## config.mk

```make
export PLATFORM = sky130hd
export DESIGN_NAME = seg_xlate_unit
export DESIGN_NICKNAME = d
export VERILOG_FILES = /design/src/rtl/seg_xlate_pkg.sv /design/src/rtl/seg_desc_bank.sv /design/src/rtl/seg_match_lane.sv /design/src/rtl/seg_xlate_unit.sv
export SDC_FILE = /design/constraint.sdc
export NUM_CORES = 2
export LEC_CHECK = 0
export BUFFER_PORTS_ARGS = -buffer_cell sky130_fd_sc_hd__buf_2
export CAP_MARGIN = 20
export CORE_MARGIN = 5
export CORE_UTILIZATION = 38
export DETAILED_ROUTE_END_ITERATION = 12
export PLACE_DENSITY = 0.49
export SETUP_SLACK_MARGIN = 0.05
export SLEW_MARGIN = 5
export SYNTH_ARGS = -nofsm -noshare
export SYNTH_HDL_FRONTEND = slang
export SYNTH_SLANG_ARGS = --single-unit
export TNS_END_PERCENT = 10
```

## constraint.sdc

```tcl
create_clock -name clk -period 7.4 [get_ports clk]
set_input_delay 2.22 -clock clk [delete_from_list [all_inputs] [get_ports clk]]
set_output_delay 2.22 -clock clk [all_outputs]
set_load 0.02 [all_outputs]
```

## src/rtl/seg_xlate_pkg.sv

```systemverilog
package seg_xlate_pkg;

    localparam int unsigned WORD_W     = 32;
    localparam int unsigned CODE_W     = 5;
    localparam int unsigned PERM_W     = 6;
    localparam int unsigned PAGE_SHIFT = 12;
    localparam int unsigned LBASE_W    = 20;
    localparam int unsigned RBASE_W    = 24;
    localparam int unsigned LADDR_W    = LBASE_W + PAGE_SHIFT;
    localparam int unsigned PADDR_W    = RBASE_W + PAGE_SHIFT;

    // access kind encoding
    localparam logic [1:0] ACC_READ  = 2'd0;
    localparam logic [1:0] ACC_WRITE = 2'd1;
    localparam logic [1:0] ACC_EXEC  = 2'd2;

    typedef struct packed {
        logic [LBASE_W-1:0] lbase;
        logic [CODE_W-1:0]  code;
    } match_word_t;

    typedef struct packed {
        logic [RBASE_W-1:0] rbase;
        logic [PERM_W-1:0]  perm;
    } xlat_word_t;

    typedef struct packed {
        match_word_t m;
        xlat_word_t  x;
    } seg_desc_t;

    typedef struct packed {
        logic               valid;
        logic               hit;
        logic               fault;
        logic [PADDR_W-1:0] paddr;
    } seg_rsp_t;

    // grant lookup: supervisor grants sit three bits above the user ones
    function automatic logic grant_ok(input logic [PERM_W-1:0] perm,
                                      input logic [1:0] acc,
                                      input logic sup);
        logic [2:0] trio;
        logic       ok;
        trio = sup ? perm[5:3] : perm[2:0];
        case (acc)
            ACC_READ:  ok = trio[2];
            ACC_WRITE: ok = trio[1];
            ACC_EXEC:  ok = trio[0];
            default:   ok = 1'b0;
        endcase
        return ok;
    endfunction

endpackage

```

## src/rtl/seg_desc_bank.sv

```systemverilog
module seg_desc_bank
    import seg_xlate_pkg::*;
#(
    parameter int unsigned NUM_SEG = 16,
    localparam int unsigned SEL_W  = (NUM_SEG > 1) ? $clog2(NUM_SEG) : 1,
    localparam int unsigned CFG_AW = SEL_W + 3
) (
    input  logic                      clk,
    input  logic                      rst_n,
    input  logic                      we,
    input  logic [CFG_AW-1:0]         addr,
    input  logic [WORD_W-1:0]         wdata,
    output logic [WORD_W-1:0]         rdata,
    output seg_desc_t [NUM_SEG-1:0]   tab
);

    seg_desc_t [NUM_SEG-1:0] tab_d, tab_q;

    logic [SEL_W-1:0] seg_idx;
    logic             seg_in_range;
    logic             aligned;

    assign seg_idx      = addr[CFG_AW-1:3];
    assign seg_in_range = (int'(seg_idx) < int'(NUM_SEG));
    assign aligned      = (addr[1:0] == 2'b00);

    always_comb begin
        tab_d = tab_q;
        if (we && aligned && seg_in_range) begin
            if (addr[2]) begin
                tab_d[seg_idx].x.rbase = wdata[WORD_W-1:8];
                tab_d[seg_idx].x.perm  = wdata[PERM_W-1:0];
            end else begin
                tab_d[seg_idx].m.lbase = wdata[WORD_W-1:PAGE_SHIFT];
                tab_d[seg_idx].m.code  = wdata[CODE_W-1:0];
            end
        end
    end

    always_ff @(posedge clk) begin
        if (!rst_n) tab_q <= '0;
        else        tab_q <= tab_d;
    end

    always_comb begin
        rdata = '0;
        if (seg_in_range) begin
            if (addr[2])
                rdata = {tab_q[seg_idx].x.rbase, 2'b00, tab_q[seg_idx].x.perm};
            else
                rdata = {tab_q[seg_idx].m.lbase, 7'b0000000, tab_q[seg_idx].m.code};
        end
    end

    assign tab = tab_q;

    // reserved fields of either word never read back as one
    p_resv_zero_r2: assert property (@(posedge clk) disable iff (!rst_n)
        (addr[2] ? (rdata[7:6] == 2'b00) : (rdata[11:5] == 7'd0)));

    // a write at an aligned offset is visible on the next cycle
    p_write_lands_r10: assert property (@(posedge clk) disable iff (!rst_n)
        (we && aligned && seg_in_range && !addr[2])
        |=> (tab_q[$past(seg_idx)].m.code == $past(wdata[CODE_W-1:0])));

endmodule

```

## src/rtl/seg_match_lane.sv

```systemverilog
module seg_match_lane
    import seg_xlate_pkg::*;
#(
    parameter int unsigned MIN_CODE = 11
) (
    input  seg_desc_t           desc,
    input  logic [LADDR_W-1:0]  laddr,
    output logic                hit,
    output logic [PADDR_W-1:0]  paddr
);

    logic                enabled;
    logic [5:0]          nbits;
    logic [LADDR_W:0]    low_l;
    logic [LADDR_W-1:0]  keep_l;
    logic [PADDR_W-1:0]  low_p;
    logic [LADDR_W-1:0]  base_l;
    logic [PADDR_W-1:0]  base_p;

    always_comb begin
        enabled = (desc.m.code >= CODE_W'(MIN_CODE));
        nbits   = {1'b0, desc.m.code} + 6'd1;
        low_l   = ({{LADDR_W{1'b0}}, 1'b1} << nbits) - {{LADDR_W{1'b0}}, 1'b1};
        keep_l  = ~low_l[LADDR_W-1:0];
        low_p   = {{(PADDR_W-LADDR_W-1){1'b0}}, low_l};
        base_l  = {desc.m.lbase, {PAGE_SHIFT{1'b0}}};
        base_p  = {desc.x.rbase, {PAGE_SHIFT{1'b0}}};
        hit     = enabled && (((laddr ^ base_l) & keep_l) == '0);
        paddr   = (base_p & ~low_p) | ({{(PADDR_W-LADDR_W){1'b0}}, laddr} & low_p);
    end

endmodule

```

## src/rtl/seg_xlate_unit.sv

```systemverilog
module seg_xlate_unit
    import seg_xlate_pkg::*;
#(
    parameter int unsigned NUM_SEG  = 16,
    parameter int unsigned MIN_CODE = 11,
    localparam int unsigned SEL_W   = (NUM_SEG > 1) ? $clog2(NUM_SEG) : 1,
    localparam int unsigned CFG_AW  = SEL_W + 3
) (
    input  logic                 clk,
    input  logic                 rst_n,
    input  logic                 cfg_we,
    input  logic [CFG_AW-1:0]    cfg_addr,
    input  logic [WORD_W-1:0]    cfg_wdata,
    output logic [WORD_W-1:0]    cfg_rdata,
    input  logic                 lk_valid,
    input  logic [LADDR_W-1:0]   lk_addr,
    input  logic [1:0]           lk_acc,
    input  logic                 lk_sup,
    output logic                 rsp_valid,
    output logic                 rsp_hit,
    output logic                 rsp_fault,
    output logic [PADDR_W-1:0]   rsp_paddr
);

    seg_desc_t [NUM_SEG-1:0]  tab;
    logic [NUM_SEG-1:0]       lane_hit;
    logic [PADDR_W-1:0]       lane_paddr [NUM_SEG];

    seg_desc_bank #(.NUM_SEG(NUM_SEG)) u_bank (
        .clk   (clk),
        .rst_n (rst_n),
        .we    (cfg_we),
        .addr  (cfg_addr),
        .wdata (cfg_wdata),
        .rdata (cfg_rdata),
        .tab   (tab)
    );

    for (genvar g = 0; g < NUM_SEG; g++) begin : g_lane
        seg_match_lane #(.MIN_CODE(MIN_CODE)) u_lane (
            .desc  (tab[g]),
            .laddr (lk_addr),
            .hit   (lane_hit[g]),
            .paddr (lane_paddr[g])
        );

        // a descriptor with a small size code never produces a match
        p_small_code_off_r3: assert property (@(posedge clk) disable iff (!rst_n)
            (tab[g].m.code < CODE_W'(MIN_CODE)) |-> !lane_hit[g]);
    end

    seg_rsp_t             rsp_d, rsp_q;
    logic                 any_hit;
    logic                 allowed;
    logic [PADDR_W-1:0]   sel_paddr;
    logic [PERM_W-1:0]    sel_perm;

    always_comb begin
        any_hit   = 1'b0;
        sel_paddr = '0;
        sel_perm  = '0;
        // later (higher) indices overwrite earlier ones: highest match wins
        for (int i = 0; i < int'(NUM_SEG); i++) begin
            if (lane_hit[i]) begin
                any_hit   = 1'b1;
                sel_paddr = lane_paddr[i];
                sel_perm  = tab[i].x.perm;
            end
        end
        allowed = grant_ok(sel_perm, lk_acc, lk_sup);

        rsp_d = '0;
        if (lk_valid) begin
            rsp_d.valid = 1'b1;
            rsp_d.hit   = any_hit;
            rsp_d.fault = any_hit && !allowed;
            rsp_d.paddr = (any_hit && allowed) ? sel_paddr : '0;
        end
    end

    always_ff @(posedge clk) begin
        if (!rst_n) rsp_q <= '0;
        else        rsp_q <= rsp_d;
    end

    assign rsp_valid = rsp_q.valid;
    assign rsp_hit   = rsp_q.hit;
    assign rsp_fault = rsp_q.fault;
    assign rsp_paddr = rsp_q.paddr;

    // a lookup is answered on the following cycle
    p_answer_next_r9: assert property (@(posedge clk) disable iff (!rst_n)
        lk_valid |=> rsp_valid);

    // an idle cycle produces a quiet response
    p_idle_quiet_r9: assert property (@(posedge clk) disable iff (!rst_n)
        !lk_valid |=> (!rsp_valid && !rsp_hit && !rsp_fault));

    // a fault is only raised against a matched segment, and it zeroes the address
    p_fault_on_hit_r7: assert property (@(posedge clk) disable iff (!rst_n)
        rsp_fault |-> (rsp_hit && rsp_paddr == '0));

    // a miss carries a zero address
    p_miss_zero_r8: assert property (@(posedge clk) disable iff (!rst_n)
        (rsp_valid && !rsp_hit) |-> (rsp_paddr == '0 && !rsp_fault));

    // the bottom page offset always passes through on a granted hit
    p_offset_kept_r5: assert property (@(posedge clk) disable iff (!rst_n)
        (rsp_hit && !rsp_fault)
        |-> (rsp_paddr[PAGE_SHIFT-1:0] == $past(lk_addr[PAGE_SHIFT-1:0])));

endmodule

```

# --- Word level (Yosys, flattened, before mapping) ---
# Cells that the tools add are included.
word_totals:
  ff_bits: 919
  in_bits: 78
  output_inout_bits: 71
  wordCells: 357
op_classes:
  n_addsub: 32
  order_cmp: 18
  eq_ne: 2
  shift: 16
  muxes: 68
  bitwise: 112
  reduce_logical: 41
op_table:
  columns: ["cell", "count"]
  rows:
  - ["880-bit bitwise mux", 4]
  - ["55-bit demux with 4-bit select", 4]
  - ["880-bit 2-to-1 mux", 1]
  - ["36-bit 2-to-1 mux", 17]
  - ["36-bit bitwise AND", 16]
  - ["33-bit NOT with 36-bit output", 16]
  - ["36-bit bitwise OR", 16]
  - ["32-bit by 33-bit bitwise AND with 33-bit output", 16]
  - ["1-bit by 6-bit << shifter with 33-bit output (first input constant)", 16]
  - ["33-bit by 1-bit subtractor with 33-bit output (second input constant)", 16]
  - ["32-bit bitwise AND", 16]
  - ["32-bit logical NOT", 16]
  - ["32-bit NOT", 16]
  - ["32-bit bitwise XOR", 16]
  - ["55-bit binary-select mux with 4-bit select", 1]
  - ["55-bit 2-to-1 mux", 2]
  - ["6-bit 2-to-1 mux", 17]
  - ["5-bit by 1-bit adder with 6-bit output (second input constant)", 16]
  - ["5-bit by 4-bit greater-or-equal comparator with 1-bit output (second input constant)", 16]
  - ["39-bit 2-to-1 mux", 1]
  - ["35-bit 2-to-1 mux", 1]
  - ["32-bit 2-to-1 mux", 1]
  - ["30-bit 2-to-1 mux", 1]
  - ["1-bit logical AND", 20]
  - ["11 further kinds", 27]

# --- Logic depth before layout (Yosys ltp) ---
depth:
  depth_word: 28
  ltp_mapped: 28
  depth_no_buf: 22

# --- Cells and area by module ---
# From an unflattened synthesis, not the netlist that was laid out.
hier_totals:
  hier_cells: 8746
  hier_area_um2: 67504.7
modules_own_cells:
  columns: ["mod", "n_inst", "cells_each", "area_per_inst_um2", "seq_area_each_um2"]
  rows:
  - ["seg_desc_bank", 1, 4685, 39853.2, 17616.9]
  - ["seg_match_lane at g_lane[0].u_lane ...", 15, 200, 1356.3, 0.0]
  - ["seg_xlate_unit", 1, 854, 5954.5, 780.7]
  - ["seg_match_lane at g_lane[10].u_lane", 1, 207, 1352.5, 0.0]

# --- Worst setup path after synthesis ---
# Ideal clock, no wire load.
synth_timing:
  path_kind: "in2out"
  from: "in cfg_addr[3]"
  to: "out cfg_rdata[29]"
  arrival_time_ns: 4.573
  required_time_ns: 5.180
  slack_ns: 0.607
  cell_stages: 6
  n_path_buf: 3
  cell_sequence: "clkbuf_1 clkbuf_1 buf_1 mux4_2 mux4_2 mux2_2"
synth_between:
  elab_chain_cells: 3
synth_rtl:
  columns: ["item", "line_no", "text"]
  rows:
  - ["start: declaration", "seg_xlate_unit.sv:12", "input logic [CFG_AW-1:0] cfg_addr,"]
  - ["55-bit binary-select mux with 4-bit select", "seg_desc_bank.sv:49, seg_desc_bank.sv:51", null]
  - ["55-bit 2-to-1 mux (not written as such)", "seg_desc_bank.sv:49", "rdata = {tab_q[seg_idx].x.rbase, 2'b00, tab_q[seg_idx].x.perm};"]
  - ["32-bit 2-to-1 mux", "seg_desc_bank.sv:48", "if (addr[2])"]
  - ["end: declaration", "seg_xlate_unit.sv:14", "output logic [WORD_W-1:0] cfg_rdata,"]
# No other way between the ends. The select of a mux whose other input is x is not followed.

# --- Worst setup path in the final report ---
layout_timing:
  from: "reg u_bank.tab_q, in the netlist u_bank.tab[801]"
  to: "reg rsp_q, in the netlist rsp_paddr[6]"
layout_between:
  elab_chain_cells: 13
  elab_cells_between_ends: 22
  classes_between: "add/sub: 2; order compare: 1; shift: 1; mux: 8; bitwise: 6; reduce/logical: 4"
layout_rtl:
  columns: ["item", "line_no", "text"]
  rows:
  - ["start: declaration", "seg_desc_bank.sv:17", "seg_desc_t [NUM_SEG-1:0] tab_d, tab_q;"]
  - ["start signal: assignment", "seg_desc_bank.sv:42", "else tab_q <= tab_d;"]
  - ["5-bit by 1-bit adder with 6-bit output", "seg_match_lane.sv:22", "nbits = {1'b0, desc.m.code} + 6'd1;"]
  - ["1-bit by 6-bit << shifter with 33-bit output", "seg_match_lane.sv:23", "low_l = ({{LADDR_W{1'b0}}, 1'b1} << nbits) - {{LADDR_W{1'b0}}, 1'b1};"]
  - ["33-bit by 1-bit subtractor with 33-bit output", "seg_match_lane.sv:23", null]
  - ["32-bit NOT", "seg_match_lane.sv:24", "keep_l = ~low_l[LADDR_W-1:0];"]
  - ["32-bit bitwise AND", "seg_match_lane.sv:28", "hit = enabled && (((laddr ^ base_l) & keep_l) == '0);"]
  - ["32-bit logical NOT", "seg_match_lane.sv:28", null]
  - ["1-bit logical AND", "seg_match_lane.sv:28", null]
  - ["6-bit 2-to-1 mux (2 in a row)", "seg_xlate_unit.sv:64", "if (lane_hit[i]) begin"]
  - ["3-bit 2-to-1 mux", "seg_xlate_pkg.sv:45", "trio = sup ? perm[5:3] : perm[2:0];"]
  - ["1-bit one-hot mux with 3 select lines", "seg_xlate_pkg.sv:46", "case (acc)"]
  - ["1-bit logical AND", "seg_xlate_unit.sv:77", "rsp_d.paddr = (any_hit && allowed) ? sel_paddr : '0;"]
  - ["3-bit AND reduction (no line)", null, null]
  - ["end signal: assignment", "seg_xlate_unit.sv:83", "else rsp_q <= rsp_d;"]
  - ["end: declaration", "seg_xlate_unit.sv:52", "seg_rsp_t rsp_d, rsp_q;"]
# Several ways; a longest one is shown, not always the timed one.
# A chain may end at the register's enable or synchronous reset.

==> summary.md <==
| Metric | Value |
|---|---|
| Outcome | finished clean |
| Syn. warnings | 0 |
| Sink Count | 919 |
| Flop pwr share | 0.395 |
| Slack of the critical path | 0.137 ns |
| Post-Layout Inst Area | 0.0835 sq mm |
| Die H | 450 um |
| Initial antenna violation count | 84 |
| Iter 0 DRT Violations | 13100 |
| Peak Freq | 138 MHz |
| RSZ-0062 raised after global routing | true |
| Overall Global Routing Usage | 0.472 |
| Max Slew Vio Count | 0 |
| Total chip power | 0.0126 W |
| Multi-input logic area | 0.0516 sq mm |
| Layout cell share with drive strength beyond 1 | 0.159 |
| Worst-case vdd ir drop | 0.242 mV |
| Worst Path Required | 8.16 ns |
| Sequential cell area | 0.0184 sq mm |
| First-pass DRT Iterations | 7 |
| Yosys reg bits | 919 |
| Synth Instances | 9657 |
| DIE AREA | 0.203 sq mm |
| Die Wd | 450 um |
| First-pass GRT wire length | 666000 um |
| Setup CP Type | flop to flop |
| Reg-to-reg slack, setup | 0.14 ns |
| Vias in the first global route | 74500 |
| CP endpoint kind | flop |
| Skew-Pair Late Insertion Delay | 0.83 ns |
| NumNets Final | 9709 |
| Pre-CTS setup slack | -0.0464 ns |
| Initial core utilization | 0.382 |
| Slew headroom | 0.0884 |
| Setup Skew | 0.0296 ns |
| Main synth FF type | dfxtp_1 |
| Sequential fraction of the synthesis area | 0.250 |
| Reg2Reg Capture Point | rsp_paddr[6] |
| Largest net degree at the start of global routing | 201 |
| Syn Std Cell Area | 0.0737 sq mm |
| Row cnt | 161 |
| Setup violators final | 0 |
| EDFF count, synth | 0 |
| TritonCTS clock tree | yes |
| Placeable Area | 0.193 sq mm |
| Sw Share | 0.294 |
| WHS Path Cells | 2 |
| Logic gate share of total power | 0.105 |
| Setup bufs post-CTS | 0 |
| Critical-path maximum fanout | 19 |
| Crit start category | flop |
| Hold EP | u_bank.tab[131] |
| Internal | 0.00889 W |
| Max-Cap Viols | 0 |
| Cell Pwr Density | 151 mW/mm^2 |
| Clock power frac | 0.500 |
| Crit path arrival time | 8.02 ns |
| Synth cell types | 121 |
| Clock Tree Buf Depth | 3 |
| Final min period | 7.26 ns |
| DP HPWL | 371000 um |
| DR vias/cell | 6.76 |
| Worst reg2reg startpoint | u_bank.tab[801] |
| Hold Fails Final Rpt | 0 |
| Via count of the routed design | 82900 |
| Tightest Pin Transition | 1.35 ns |
| Net Sw Power | 0.00370 W |
| CTS Buf Count | 117 |
| Ys async rst share | 0 |
| Syn avg cell area | 7.63 sq um |
| CTS Root Cell | clkbuf_16 |
| Worst Hold Launch | u_bank.tab[131] |
| Wirelength per Cell | 40.9 um |
| Layout Cells excl Fill | 12300 |
| Syn-to-layout area delta | 13.3% |
| PortBufs | 144 |
| Inst Count DP | 12000 |
| Grt ovf | 0 |
| H-tree levels | 3 |
| Clock transition at the registers of the reported paths | 0.06 ns |
| Gpl congestion | 1.10 |
| P_leak | 28.6 nW |
| Drt total wl | 501000 um |
| Antenna Nets Post-Route | 0 |
| I/O pin total | 149 |
| Post-route DRC | 0 |
| Final worst-path cycle share | 0.981 |
| Min-delay worst type | flop to flop |
| Fin Hold WS | 0.479 ns |
| Placed cell area | 0.0792 sq mm |
| Filler cells | 19600 |
| FF-to-FF path depth | 24 |
what timing repair did:
action	4_1_cts	5_1_grt
hold buffers	0	0
gates resized for setup	0	7
endpoints found under the hold margin	0	0
setup endpoints to repair	0	37
worst max path at each step:
stage,from,end,cells past startpoint
after floorplan,cfg_addr[3],cfg_rdata[29],6
after global placement,lk_addr[2],rsp_paddr[2],23
after detailed placement,lk_addr[2],rsp_paddr[2],23
after CTS,u_bank.tab[306],rsp_paddr[13],21
after global routing,u_bank.tab[362],rsp_paddr[25],25
final,u_bank.tab[801],rsp_paddr[6],24
final cells by class:
type | count | area share
clock buffer | 161 | 0.0401
sequential | 919 | 0.220
clock inverter | 55 | 0.00875
antenna | 55 | 0.00165
multi-input combinational | 7708 | 0.617
inverter | 117 | 0.00526
tap | 2526 | 0.0378
timing repair buffer | 726 | 0.0688
critical path: stages, from the launching register on:
cell and delay, ns:
dfxtp_1 0.32, nand2_1 0.21, inv_1 0.34, ha_1 0.35, nor3b_1 0.16, buf_4 0.19, nand2_1 0.07, ha_1 0.17
o21a_1 0.20, nand4b_1 0.52, or4_1 0.78, mux2i_1 0.58, o32ai_1 0.24, a221o_1 0.33, nor4_2 0.27, buf_4 0.22
or2_1 0.49, a211oi_1 0.14, a32o_1 0.32, a21oi_1 0.12, or3_1 0.19, nand3_4 0.09, buf_12 0.18, a311oi_1 0.47
buf_4 0.18
layout by cell type, fill, tap and decap left out, types with 49 or more instances in the layout:
| cell | count |
|---|---|
| a211oi_1 | 82 |
| a21boi_0 | 903 |
| a21oi_1 | 325 |
| a221oi_1 | 50 |
| a22oi_1 | 55 |
| a31oi_1 | 93 |
| and2_1 | 61 |
| and3_1 | 67 |
| buf_2 | 131 |
| buf_4 | 542 |
| clkbuf_16 | 117 |
| dfxtp_1 | 919 |
| diode_2 | 55 |
| inv_1 | 107 |
| mux2_2 | 122 |
| mux2i_1 | 252 |
| mux4_2 | 275 |
| nand2_1 | 2320 |
| nand2b_1 | 105 |
| nand3_1 | 227 |
| nand4_1 | 74 |
| nor2_1 | 456 |
| nor2b_1 | 85 |
| nor3_1 | 158 |
| nor4_1 | 49 |
| o211ai_1 | 91 |
| o21ai_0 | 304 |
| o22ai_1 | 63 |
| or3_1 | 55 |
| xnor2_1 | 285 |
| xor2_1 | 221 |
layer usage:
metal	track usage	up-vias	part of all wire
met2	0.683	6198	0.41
met1	0.556	40600	0.35
met5	0	-	0.00030
met4	0.441	22	0.12
met3	0.138	1677	0.12
li1	-	34400	-
sequential cells by signal, indices dropped and copies added, names as in the netlist:
| signal | cells |
|---|---|
| rsp_fault | 1 |
| u_bank.tab | 880 |
| rsp_hit | 1 |
| rsp_paddr | 36 |
| rsp_valid | 1 |
power groups by stage:
stage                     Combinational (W)  Clock, W  Sequential [W]
after floorplan                    0.000587         0         0.00507
after global placement              0.00124         0         0.00508
after detailed placement            0.00124         0         0.00508
after CTS                           0.00125   0.00630         0.00497
after global routing                0.00129   0.00648         0.00497
final                               0.00132   0.00630         0.00497
per-stage QoR:
stage | setup TNS [ns] | utilization
floorplan | 0 | -
global placement | -0.439 | 0.410
detailed placement | -0.0464 | 0.411
CTS | 0 | 0.432
global route | 0 | 0.433
finish | 0 | 0.433
cell usage after synthesis, types with 107 or more instances:
cell type  count  area share
inv_1        107      0.0054
xor2_1       222       0.026
nand3_1      234       0.016
a21oi_1      325       0.022
xnor2_1      286       0.034
buf_2        107      0.0073
nor3_1       166       0.011
o21ai_0      305       0.021
mux4_2       275       0.084
nor2_1       481       0.024
mux2i_1      253       0.034
clkbuf_1     717       0.037
a21boi_0     903       0.092
nand2_1     2327        0.12
mux2_2       122       0.019
dfxtp_1      919        0.25
cells by family (layout without fill, tap and decap cells):
| kind of cell | count (synthesis) | after routing | synth area share |
|---|---|---|---|
| compound gates | 2504 | 2504 | 0.243 |
| fa+ha+maj | 45 | 45 | 0.00754 |
| other cells | 2 | 60 | 0.000102 |
| buf+inv | 1033 | 1059 | 0.0554 |
| xor+xnor | 508 | 508 | 0.0603 |
| mux | 654 | 654 | 0.138 |
| flops | 919 | 919 | 0.250 |
| simple gates | 3992 | 3992 | 0.246 |
(Power assumes the default switching activity.)
